$ cat src/rtl/adc_scan_pkg.sv
package adc_scan_pkg;
  typedef enum logic [0:0] {
    SEQ_IDLE = 1'b0,
    SEQ_RUN  = 1'b1
  } seq_state_e;
endpackage

$ cat src/rtl/adc_cfg_reg.sv
// Mask register with write gating and a configuration settling counter.
module adc_cfg_reg #(
  parameter int NCH     = 19,
  parameter int CFG_LAT = 2
) (
  input  logic           clk,
  input  logic           rst_n,
  input  logic           wr_en,
  input  logic [NCH-1:0] wr_data,
  input  logic           mode_sel,
  input  logic           scan_desc,
  input  logic           busy,
  output logic [NCH-1:0] mask,
  output logic           cfg_ready
);
  localparam int CW = $clog2(CFG_LAT + 1);

  logic [CW-1:0] settle_q;
  logic          mode_q, dir_q;
  logic          wr_ok, cfg_chg;

  assign cfg_ready = (settle_q == '0);
  assign wr_ok     = wr_en & ~busy & cfg_ready;
  assign cfg_chg   = wr_ok | (mode_sel ^ mode_q) | (scan_desc ^ dir_q);

  always_ff @(posedge clk or negedge rst_n) begin
    if (!rst_n) begin
      mask     <= '0;
      settle_q <= '0;
      mode_q   <= 1'b0;
      dir_q    <= 1'b0;
    end else begin
      mode_q <= mode_sel;
      dir_q  <= scan_desc;
      if (wr_ok) mask <= wr_data;
      if (cfg_chg)              settle_q <= CW'(CFG_LAT);
      else if (settle_q != '0)  settle_q <= settle_q - 1'b1;
    end
  end
endmodule

$ cat src/rtl/adc_chan_pick.sv
// Chooses the lowest (rising scan) or highest (falling scan) candidate bit.
module adc_chan_pick #(
  parameter int NCH = 19,
  parameter int IW  = 5
) (
  input  logic [NCH-1:0] cand,
  input  logic           desc,
  output logic           found,
  output logic [IW-1:0]  idx
);
  always_comb begin
    found = 1'b0;
    idx   = '0;
    if (desc) begin
      for (int i = 0; i < NCH; i++) begin
        if (cand[i]) begin
          found = 1'b1;
          idx   = IW'(i);
        end
      end
    end else begin
      for (int i = NCH - 1; i >= 0; i--) begin
        if (cand[i]) begin
          found = 1'b1;
          idx   = IW'(i);
        end
      end
    end
  end
endmodule

$ cat src/rtl/adc_scan_fsm.sv
// Scan control: start gating, channel stepping, request handshake, end pulse.
module adc_scan_fsm
  import adc_scan_pkg::*;
#(
  parameter int NCH = 19,
  parameter int IW  = 5
) (
  input  logic           clk,
  input  logic           rst_n,
  input  logic           start,
  input  logic           cfg_ready,
  input  logic [NCH-1:0] mask,
  input  logic           scan_desc,
  input  logic           req_ready,
  output logic           busy,
  output logic           req_valid,
  output logic [IW-1:0]  req_chan,
  output logic           eos
);
  seq_state_e    st_q;
  logic [IW-1:0] chan_q;
  logic          dir_q, eos_q;
  logic [NCH-1:0] win, cand;
  logic          pick_found, start_ok, pick_desc;
  logic [IW-1:0] pick_idx;

  assign start_ok  = start & cfg_ready & (st_q == SEQ_IDLE);
  assign pick_desc = (st_q == SEQ_IDLE) ? scan_desc : dir_q;

  // Candidate window: everything at start, then only the channels past the current one.
  always_comb begin
    for (int i = 0; i < NCH; i++) begin
      if (st_q == SEQ_IDLE) win[i] = 1'b1;
      else if (dir_q)       win[i] = (IW'(i) < chan_q);
      else                  win[i] = (IW'(i) > chan_q);
    end
  end
  assign cand = mask & win;

  adc_chan_pick #(.NCH(NCH), .IW(IW)) u_pick (
    .cand  (cand),
    .desc  (pick_desc),
    .found (pick_found),
    .idx   (pick_idx)
  );

  always_ff @(posedge clk or negedge rst_n) begin
    if (!rst_n) begin
      st_q   <= SEQ_IDLE;
      chan_q <= '0;
      dir_q  <= 1'b0;
      eos_q  <= 1'b0;
    end else begin
      eos_q <= 1'b0;
      case (st_q)
        SEQ_IDLE: begin
          if (start_ok) begin
            dir_q <= scan_desc;
            if (pick_found) begin
              st_q   <= SEQ_RUN;
              chan_q <= pick_idx;
            end else begin
              eos_q <= 1'b1;
            end
          end
        end
        default: begin
          if (req_ready) begin
            if (pick_found) begin
              chan_q <= pick_idx;
            end else begin
              st_q  <= SEQ_IDLE;
              eos_q <= 1'b1;
            end
          end
        end
      endcase
    end
  end

  assign busy      = (st_q == SEQ_RUN);
  assign req_valid = (st_q == SEQ_RUN);
  assign req_chan  = chan_q;
  assign eos       = eos_q;
endmodule

$ cat src/rtl/adc_scan_seq.sv
module adc_scan_seq #(
  parameter int NCH     = 19,
  parameter int REG_W   = 32,
  parameter int CFG_LAT = 2,
  parameter int IW      = $clog2(NCH)
) (
  input  logic             clk,
  input  logic             rst_n,
  input  logic             reg_wr,
  input  logic [REG_W-1:0] reg_wdata,
  output logic [REG_W-1:0] reg_rdata,
  input  logic             mode_sel,
  input  logic             scan_desc,
  input  logic             start,
  output logic             busy,
  output logic             cfg_ready,
  output logic             req_valid,
  input  logic             req_ready,
  output logic [IW-1:0]    req_chan,
  output logic             eos
);
  logic [NCH-1:0] mask;
  logic           unused_wdata_hi;

  assign unused_wdata_hi = ^reg_wdata[REG_W-1:NCH];

  adc_cfg_reg #(.NCH(NCH), .CFG_LAT(CFG_LAT)) u_cfg (
    .clk       (clk),
    .rst_n     (rst_n),
    .wr_en     (reg_wr),
    .wr_data   (reg_wdata[NCH-1:0]),
    .mode_sel  (mode_sel),
    .scan_desc (scan_desc),
    .busy      (busy),
    .mask      (mask),
    .cfg_ready (cfg_ready)
  );

  adc_scan_fsm #(.NCH(NCH), .IW(IW)) u_fsm (
    .clk       (clk),
    .rst_n     (rst_n),
    .start     (start),
    .cfg_ready (cfg_ready),
    .mask      (mask),
    .scan_desc (scan_desc),
    .req_ready (req_ready),
    .busy      (busy),
    .req_valid (req_valid),
    .req_chan  (req_chan),
    .eos       (eos)
  );

  assign reg_rdata = {{(REG_W - NCH){1'b0}}, mask};
endmodule

$ cat config.mk
export PLATFORM = sky130hd
export DESIGN_NAME = adc_scan_seq
export DESIGN_NICKNAME = d
export VERILOG_FILES = /design/src/rtl/adc_scan_pkg.sv /design/src/rtl/adc_cfg_reg.sv /design/src/rtl/adc_chan_pick.sv /design/src/rtl/adc_scan_fsm.sv /design/src/rtl/adc_scan_seq.sv
export SDC_FILE = /design/constraint.sdc
export NUM_CORES = 1
export LEC_CHECK = 0
export ABC_AREA = 1
export BUFFER_PORTS_ARGS = -buffer_cell sky130_fd_sc_hd__clkbuf_2
export CAP_MARGIN = 10
export CORE_MARGIN = 5
export CORE_UTILIZATION = 51
export DETAILED_ROUTE_END_ITERATION = 8
export PLACE_DENSITY_LB_ADDON = 0.2
export SETUP_SLACK_MARGIN = 0.02
export SYNTH_ARGS = -nofsm -noshare
export SYNTH_HDL_FRONTEND = slang
export SYNTH_HIERARCHICAL = 1
export SYNTH_SLANG_ARGS = --single-unit
$ cat constraint.sdc
create_clock -name clk -period 2.3 [get_ports clk]
set_input_delay 0 -clock clk [delete_from_list [all_inputs] [get_ports clk]]
set_output_delay 0 -clock clk [all_outputs]
set_load 0.005 [all_outputs]
# Yosys cells after proc, flatten, opt, wreduce, memory -nomap -nowiden
# Index checks and enable logic that the tools add are counted.
[op_classes]
reduce_logical = 6
n_mux = 130
n_lt_le_gt_ge = 38
n_addsub = 1
eq_ne = 1
bitwise_logic = 10
[op_table]
columns = ["operator", "count"]
rows = [
  ["$mux 5", 41],
  ["$mux 1", 87],
  ["$gt 4x5->1 const A", 8],
  ["$lt 4x5->1 const A", 8],
  ["$gt 3x5->1 const A", 4],
  ["$lt 3x5->1 const A", 4],
  ["$and 19x19->19", 1],
  ["$gt 5x5->1 const A", 3],
  ["$lt 5x5->1 const A", 3],
  ["$gt 1x5->1 const A", 2],
  ["$gt 2x5->1 const A", 2],
  ["$lt 1x5->1 const A", 2],
  ["$lt 2x5->1 const A", 2],
  ["$reduce_bool 2->1", 3],
  ["$and 1x1->1", 4],
  ["$mux 2", 2],
  ["$reduce_and 2->1", 2],
  ["$logic_not 2->1", 1],
  ["$ne 2x2->1 const B", 1],
  ["$or 1x1->1", 2],
  ["$sub 2x1->2 const B", 1],
  ["$xor 1x1->1", 2],
  ["$not 1->1", 1],
]
[word_totals]
wordCells = 194
out_inout_bits = 41
register_bits = 31
input_bits = 39

# Logic depth before layout (Yosys ltp)
# Gate-level depths: netlist of run 1.
[logic_depth]
word_depth = 27
depth_mapped = 28

# Cells and area by module
# The synthesis of run 1 kept the hierarchy.
[by_module_without_submodules]
columns = ["mod", "area_each_um2", "cells_each", "n_inst"]
rows = [
  ["adc_cfg_reg", 1033.5, 101, 1],
  ["adc_scan_fsm", 850.8, 150, 1],
  ["adc_chan_pick", 387.9, 99, 1],
  ["adc_scan_seq", 101.3, 14, 1],
]

# Least setup slack after synthesis of run 1
# No wires, ideal clock.
[synth_path]
path_type = "reg-to-reg"
from = "reg u_fsm.chan_q[4], in the netlist u_fsm/req_chan[4]"
to = "reg u_fsm.chan_q[0], in the netlist u_fsm/req_chan[0]"
setup_slack_ps = 199
period_less_slack_ps = 2101
setup_ps = 125
arrival_ps = 1976
path_stages_with_launch = 25
cell_sequence = "dfrtp_1 -> nor2_2 -> inv_1 -> nor2_1 -> nor2_1 -> a21boi_1 -> inv_1 -> nand2_1 -> nand2_1 -> nand2_1 -> nand2_1 -> nand2_1 -> nand2_1 -> nand2_1 -> nand2_1 -> nand2_1 -> nand2_1 -> nand2_1 -> nand2_1 -> nand2_1 -> nand2_1 -> nand2_1 -> nand2_1 -> nor2_1 -> a21oi_1"
[synth_between]
word_cells_on_any_way = 157
cone_classes = "38 x order compare; 118 x mux; 1 x bitwise"
[synth_lines]
columns = ["item", "line", "text"]
rows = [
  ["start, declared", "adc_scan_fsm.sv:21", "logic [IW-1:0] chan_q;"],
  ["start signal, assigned", "adc_scan_fsm.sv:61", "chan_q <= pick_idx;"],
  ["start signal, assigned", "adc_scan_fsm.sv:70", "chan_q <= pick_idx;"],
  ["$gt 3x5->1 / $lt 3x5->1 (equally long branches)", "adc_scan_fsm.sv:35, adc_scan_fsm.sv:34", ""],
  ["$mux 1 (*)", "adc_scan_fsm.sv:34", "else if (dir_q) win[i] = (IW'(i) < chan_q);"],
  ["$mux 1 (*)", "adc_scan_fsm.sv:33", "if (st_q == SEQ_IDLE) win[i] = 1'b1;"],
  ["$and 19x19->19 (*)", "adc_scan_fsm.sv:38", "assign cand = mask & win;"],
  ["via u_fsm.cand[4]", "adc_scan_fsm.sv:23", "logic [NCH-1:0] win, cand;"],
  ["$mux 5 (15 in series)", "adc_chan_pick.sv:16", "if (cand[i]) begin"],
  ["$mux 5 (*)", "adc_chan_pick.sv:14", "if (desc) begin"],
  ["via u_fsm.pick_idx[0]", "adc_scan_fsm.sv:25", "logic [IW-1:0] pick_idx;"],
  ["$mux 5 (*)", "adc_scan_fsm.sv:59, adc_scan_fsm.sv:69", ""],
  ["$mux 5, on equally long branches", "adc_scan_fsm.sv:57, adc_scan_fsm.sv:68", ""],
  ["$mux 5 (*)", "adc_scan_fsm.sv:55", "case (st_q)"],
]
# The timed path passes the listed nets; every way through them passes the cells marked *. The select of a mux whose other input is x is not followed.
# A chain may end at the register's enable or synchronous reset.

# Worst setup path after layout of run 1
[layout_path]
from = "reg u_fsm.dir_q"
to = "reg u_fsm.chan_q[0], in the netlist u_fsm/req_chan[0]"
[layout_between]
word_cells_on_any_way = 120
cone_classes = "119 x mux; 1 x bitwise"
[layout_lines]
columns = ["item", "line", "text"]
rows = [
  ["start, declared", "adc_scan_fsm.sv:22", "logic dir_q, eos_q;"],
  ["start signal, assigned", "adc_scan_fsm.sv:58", "dir_q <= scan_desc;"],
  ["$mux 1 (*)", "adc_scan_fsm.sv:34", ""],
  ["$mux 1 (*)", "adc_scan_fsm.sv:33", ""],
  ["$and 19x19->19 (*)", "adc_scan_fsm.sv:38", ""],
  ["via u_fsm.cand[15]", "adc_scan_fsm.sv:23", ""],
  ["$mux 5 (16 in series)", "adc_chan_pick.sv:23", "if (cand[i]) begin"],
  ["$mux 5 (*)", "adc_chan_pick.sv:14", ""],
  ["via u_fsm.pick_idx[0]", "adc_scan_fsm.sv:25", ""],
  ["$mux 5 (*)", "adc_scan_fsm.sv:59, adc_scan_fsm.sv:69", ""],
  ["$mux 5, on equally long branches", "adc_scan_fsm.sv:57, adc_scan_fsm.sv:68", ""],
  ["$mux 5 (*)", "adc_scan_fsm.sv:55", ""],
]
# Marked as above.

==> results of run 1 <==
cell type report:
class / count / share of cell area
timing repair buffer: 117 / 0.241
multi-input combinational: 261 / 0.413
inverter: 64 / 0.0716
sequential: 31 / 0.231
clock inverter: 1 / 0.00148
clock buffer: 7 / 0.0225
tap: 52 / 0.0192
layout by cell type, fill, tap and decap left out, types with 11 or more instances in the layout:
cell,count
a21oi_1,14
buf_4,38
clkbuf_2,53
conb_1,13
dfrtp_1,24
dlygate4sd3_1,22
inv_1,54
nand2_1,113
nand3_1,11
nor2_1,23
o21ai_2,19
logic make-up after synthesis:
kind of cell,after synthesis
AND/OR/NAND/NOR,183
buffers and inverters,85
AO/OA/AOI/OAI,61
flip-flops,31
XOR/XNOR,2
adder cells (fa/ha/maj),1
other,1
synth_stat cells:
cell      count  share of area
dfrtp_1      31           0.33
ha_1          1         0.0053
xor2_1        1         0.0037
inv_1        62          0.098
a21boi_0      4          0.013
a21boi_1      2         0.0063
xnor2_1       1         0.0037
conb_1        1         0.0016
o21a_1        4          0.013
nor3_1        2         0.0042
nand4_1       4          0.011
nor2_1       37          0.059
nand3_1      13          0.027
nor2_2        2         0.0053
buf_4        15          0.047
nand3_2       1         0.0042
inv_2         2         0.0032
buf_2         2         0.0042
o22ai_1       1         0.0026
o21ai_2      19          0.070
or2_1         1         0.0026
o31ai_1       1         0.0032
o211ai_1      1         0.0032
o21bai_1      1         0.0032
buf_6         4          0.019
a21oi_1      18          0.038
nand2_1     122           0.19
o21ai_0      10          0.021
nand3b_4      1         0.0084
registers in the layout, summed over array words and instances, names as in the netlist:
signal	count
u_fsm/busy	1
u_cfg/mode_q	1
u_fsm/req_chan	5
u_cfg/settle_q	2
u_fsm/eos	1
u_cfg/dir_q	1
u_fsm/dir_q	1
u_cfg/mask	19
through the flow:
step	power, mW	worst slack [ns]	setup TNS [ns]
floorplan	2.80	0.199	0
global placement	3.94	-0.0241	-0.0438
detailed placement	4.00	-0.0550	-0.215
CTS	4.57	0.0219	0
global route	5.54	-0.258	-0.846
finish	5.15	-0.0950	-0.136
path summary, 6_finish.rpt:
| check | to | from | depth (start not counted) | slack (ns) |
|---|---|---|---|---|
| max | u_fsm/req_chan[0] | u_fsm/dir_q | 27 | -0.09 |
| min | u_fsm/dir_q | start | 3 | 0.01 |
| max reg2reg | u_fsm/req_chan[0] | u_fsm/dir_q | 27 | -0.09 |
| min reg2reg | u_cfg/mask[0] | u_cfg/mask[0] | 2 | 0.51 |
| max in group asynchronous | u_fsm/req_chan[2] | rst_n | 2 | 1.40 |
| min in group asynchronous | u_cfg/mode_q | rst_n | 2 | 0.34 |
repair_timing:
item,CTS,global route
endpoints found under the setup margin,5,7
pin swaps,1,11
hold buffers,22,0
gates cloned,0,1
gates resized for setup,15,57
hold endpoints to repair,53,0
setup buffers,3,3
where the power goes:
group | switching (mW) | total, mW | leakage, nW | internal, mW
Clock | 0.202 | 0.414 | 0.0422 | 0.212
Combinational | 2.11 | 3.68 | 1.50 | 1.57
Sequential | 0.279 | 1.06 | 0.379 | 0.778
Total | 2.59 | 5.15 | 1.93 | 2.57
routing by layer:
layer | GRT usage | up-vias
li1 | - | 1330
met1 | 0.303 | 1273
met2 | 0.399 | 153
met3 | 0.0332 | 15
met4 | 0.0664 | 0
met5 | 0 | -
worst max-delay path: cells and delay by family, from the launching register on:
kind	cells	cell delay [ns]
AOI/OAI and AO/OA	3	0.30
buffers and inverters	3	0.24
DFF	1	0.46
and+or+nand+nor	21	1.27
==> flow_summary.ini, run 1 <==
[status]
status = complete, but fails checks
failed_checks = negative setup slack

[floorplanning]
fp.dieH_um = 78.2
die_w_um = 78.2
initial_core_util = 0.534
dieArea_sq_um = 6120
ios = 80
coreArea_sq_um = 4440
fp-row-count = 24

[logic_synthesis]
synthCells = 364
synth-xor-area-share = 0.00738
muxShareOfSynthArea = 0
netlist_area_sq_um = 2370
synthDistinctLibCells = 29
synth_compound_area_frac = 0.173
ys_seq_area_frac = 0.327
ys_ff_latch = 31
synth-simple-area-share = 0.314
ys_warn_count = 6
synthAdderAreaFrac = 0.00527
syn_area_per_cell_sq_um = 6.52
synth_top_family_by_area = simple AND/OR/NAND/NOR gates

[power]
powerDensity_nw_per_um2 = 1520
p_leak_nw = 1.93
peakVddDrop_mv = 1.03

[detailed_routing]
avgRoutedWirePerCell_um = 13.9
vias = 2771
wl_met3_um = 627
antenna_left = 0
top_layer = met4
vias_per_cell = 5.20
wirelength_um = 7400
drt_iter0_drc = 351
drc = 0
detailroute.wirelength.met2_um = 3660
wl_met1_um = 3010
first_pass_iters = 5

[setup_path]
cp_common_cell = nand2_1
cp_slowest_cell = dfrtp_2
cp_data_arrival_time_ns = 2.56
startpoint_type = register
crit_fanout = 4
cp-end-kind = register
cp.required_ns = 2.46
max_stage_delay_ns = 0.46
critPathKind = register to register

[global_routing]
grt_usage = 0.231
grt_pass1_wl_um = 11500
grt_max_degree = 41
antenna_found_initial = 0
grt_overflow_total = 0
grt_pass1_vias = 2582

[run]
maxCapViolations = 0

[cells_and_area]
syn_to_final_growth_pct = 42.8
finalNonFillerCells = 533
multiInputGateArea_sq_um = 1400
seq_area_sq_um = 785
drive_gt1_frac = 0.364
diodes = 0
finalInstanceArea_sq_um = 3390
n_fill_cell = 331
layout.nets = 520
final_core_utilization = 0.763

[clock_tree]
cts_sinks = 31
clk_pin_slew_ns = 0.07
root_buffer = clkbuf_8
clock_path_buffers = 2
htree_levels = 2
cts-buffers-inserted = 5
clk_latency_ns = 0.28
tritoncts = done

[placement]
place.detailed.instances = 496
dp_hpwl_um = 5120
placed_area_sq_um = 2850
place.gp.congestion = 0.916
portBuffers = 53

[timing]
slew_viol_final = 0
min_period_ns = 2.39
worstMarginPinSlew_ns = 0.803
relSlewSlack = 0.464
setup_viol = 2
rsz0062_at_grt = yes
timing.final.hold_violations = 0
layout_setup_ws_ns = -0.0950
fin_skew_ns = 0.00472
finalCritPeriodShare = 1.04
timing.hold.ws_ns = 0.0114
fmax_ghz = 0.418

[worst_hold_path]
hp-class = input pin to register
No activity file was read; power rests on OpenSTA's default activity.
==> run 2, diff against run 1 <==
--- a/config.mk
+++ b/config.mk
@@ -9,7 +9,7 @@
 export BUFFER_PORTS_ARGS = -buffer_cell sky130_fd_sc_hd__clkbuf_2
 export CAP_MARGIN = 10
 export CORE_MARGIN = 5
-export CORE_UTILIZATION = 51
+export CORE_UTILIZATION = 47
 export DETAILED_ROUTE_END_ITERATION = 8
 export PLACE_DENSITY_LB_ADDON = 0.2
 export SETUP_SLACK_MARGIN = 0.02
==> run 2 against run 1 <==
The run still ends with negative setup slack left; combinational power grew 2%; first-iteration DRC count shrank 47%; via count shrank 2.7%; final area grew 3.2%; die area grew 7.4%; largest cell class unchanged; highest routed layer unchanged.
==> flow_summary.ini, run 2 (synthesis gave the netlist of run 1 again) <==
[status]
status = complete, but fails checks
failed_checks = negative setup slack

[setup_path]
cp.required_ns = 2.51
r2r_end = u_fsm/req_chan[1]
cp-startpoint = u_fsm/req_chan[2]
startpoint_type = register
crit_fanout = 6
critPathKind = register to register
cp-end-kind = register
rr_worst_depth = 16
cp_data_arrival_time_ns = 2.54
reg2reg_from = u_fsm/req_chan[2]
r2r_slack_ns = -0.03

[timing]
worstMarginPinSlew_ns = 0.825
setup_viol = 3
rsz0062_at_grt = yes
min_period_ns = 2.33
fin_skew_ns = 0.00291
fmax_ghz = 0.430
finalCritPeriodShare = 1.01
slew_viol_final = 0
relSlewSlack = 0.450
layout_setup_ws_ns = -0.0276
timing.final.hold_violations = 0

[global_routing]
grt_overflow_total = 0
grt_usage = 0.232
antenna_found_initial = 0
grt_max_degree = 41
grt_pass1_wl_um = 11600
grt_pass1_vias = 2523

[cells_and_area]
final_core_utilization = 0.726
syn_to_final_growth_pct = 47.4
finalInstanceArea_sq_um = 3500
final_common_cell = nand2_1
diodes = 0
layout_common_cells = nand2_1 (116), inv_1 (54), clkbuf_2 (53), buf_4 (46), nor2_1 (27)
largest-register = u_cfg/mask
largest_reg_flops = 19
drive_gt1_frac = 0.372
layout.nets = 531

[worst_hold_path]
hp-start = req_ready
hold_path_depth = 3
hp-class = input pin to register
min_to = u_fsm/busy

[floorplanning]
ios = 80
fp-row-count = 25
die_w_um = 81.1
dieArea_sq_um = 6570
initial_core_util = 0.493
fp.dieH_um = 81.1
coreArea_sq_um = 4820

[detailed_routing]
top_layer = met4
wirelength_um = 7220
drt_iter0_drc = 185
first_pass_iters = 5
avgRoutedWirePerCell_um = 12.9
vias_per_cell = 4.82
vias = 2697
detailroute.wirelength.met2_um = 3530
antenna_left = 0
drc = 0
wl_met3_um = 424
wl_met1_um = 3080

[clock_tree]
root_buffer = clkbuf_8
tritoncts = done
cts-buffers-inserted = 5
htree_levels = 2
clock_path_buffers = 2
clk_latency_ns = 0.28
cts_sinks = 31
clk_pin_slew_ns = 0.07

[placement]
dp_hpwl_um = 5280
place.gp.congestion = 0.947
portBuffers = 53
placed_area_sq_um = 2950

[run]
maxCapViolations = 0

[power]
powerDensity_nw_per_um2 = 1490
peakVddDrop_mv = 0.772
p_leak_nw = 1.98
-- run 2: cell count changes in the layout (fill, tap and decap cells not counted), sizes merged --
cell / before / now
nand3: 15 / 14
dlygate4sd3: 22 / 23
clkinvlp: 0 / 1
buf: 42 / 53
clkbuf: 60 / 59
-- run 2: area by class of cell --
| cell class | count | area, sq um |
|---|---|---|
| well taps | 67 | 83.8 |
| flip-flops and latches | 31 | 782 |
| repair buffers | 129 | 913 |
| clock buffers | 6 | 72.6 |
| multi-input cells | 260 | 1390 |
| inverters | 64 | 243 |
| fillers | 393 | 1320 |
| clock inverters | 2 | 12.5 |
-- run 2: timing repair --
| item | CTS | global route |
|---|---|---|
| gates resized for setup | 19 | 51 |
| pin swaps | 1 | 14 |
| hold endpoints to repair | 54 | 0 |
| setup buffers | 3 | 4 |
| endpoints found under the setup margin | 6 | 7 |
| hold buffers | 23 | 0 |
-- run 2: through the flow --
stage / std cells / setup WS [ns] / total power [mW] / TNS, ns / hold slack, ns
4_1_cts: 555 / 0.00746 / 4.77 / 0 / 0.0597
2_1_floorplan: 376 / 0.199 / 2.80 / 0 / -0.296
3_5_place_dp: 521 / -0.119 / 4.15 / -0.448 / 0.123
6_report: 559 / -0.0276 / 5.22 / -0.0431 / 0.0918
5_1_grt: 559 / -0.171 / 5.66 / -0.694 / 0.106
3_3_place_gp: 521 / -0.120 / 4.14 / -0.498 / 0.124
-- run 2: worst max-delay path: stages, from the launching register on --
cell and delay [ns]:
dfrtp_2 0.46, nor2_4 0.14, buf_6 0.13, nand2_1 0.05
nand2_1 0.09, nand3_1 0.11, nand2_1 0.07, inv_1 0.05
buf_4 0.13, nor2_1 0.16, nand2_1 0.13, nor2_4 0.14
nand3_2 0.13, nand3_4 0.12, buf_2 0.18, nor2_1 0.05
a21oi_1 0.11
-- run 2: how the worst max path moves through the flow --
stage | endpoint | slack [ns] | depth (start not counted)
floorplan | u_fsm/req_chan[0] | 0.20 | 24
global placement | u_fsm/req_chan[3] | -0.12 | 12
detailed placement | u_fsm/req_chan[0] | -0.12 | 23
CTS | u_fsm/req_chan[0] | 0.007 | 27
global route | u_fsm/req_chan[0] | -0.17 | 25
finish | u_fsm/req_chan[1] | -0.03 | 16
-- run 2: per-layer routing --
metal,GRT usage,vias to the layer above
met4,0.0946,0
met3,0.0377,14
met2,0.397,89
met5,0,-
li1,-,1344
met1,0.289,1250
-- run 2: power by group --
part / switching [mW] / internal, mW
clock network: 0.211 / 0.211
logic: 2.06 / 1.69
registers: 0.276 / 0.775
total: 2.55 / 2.67
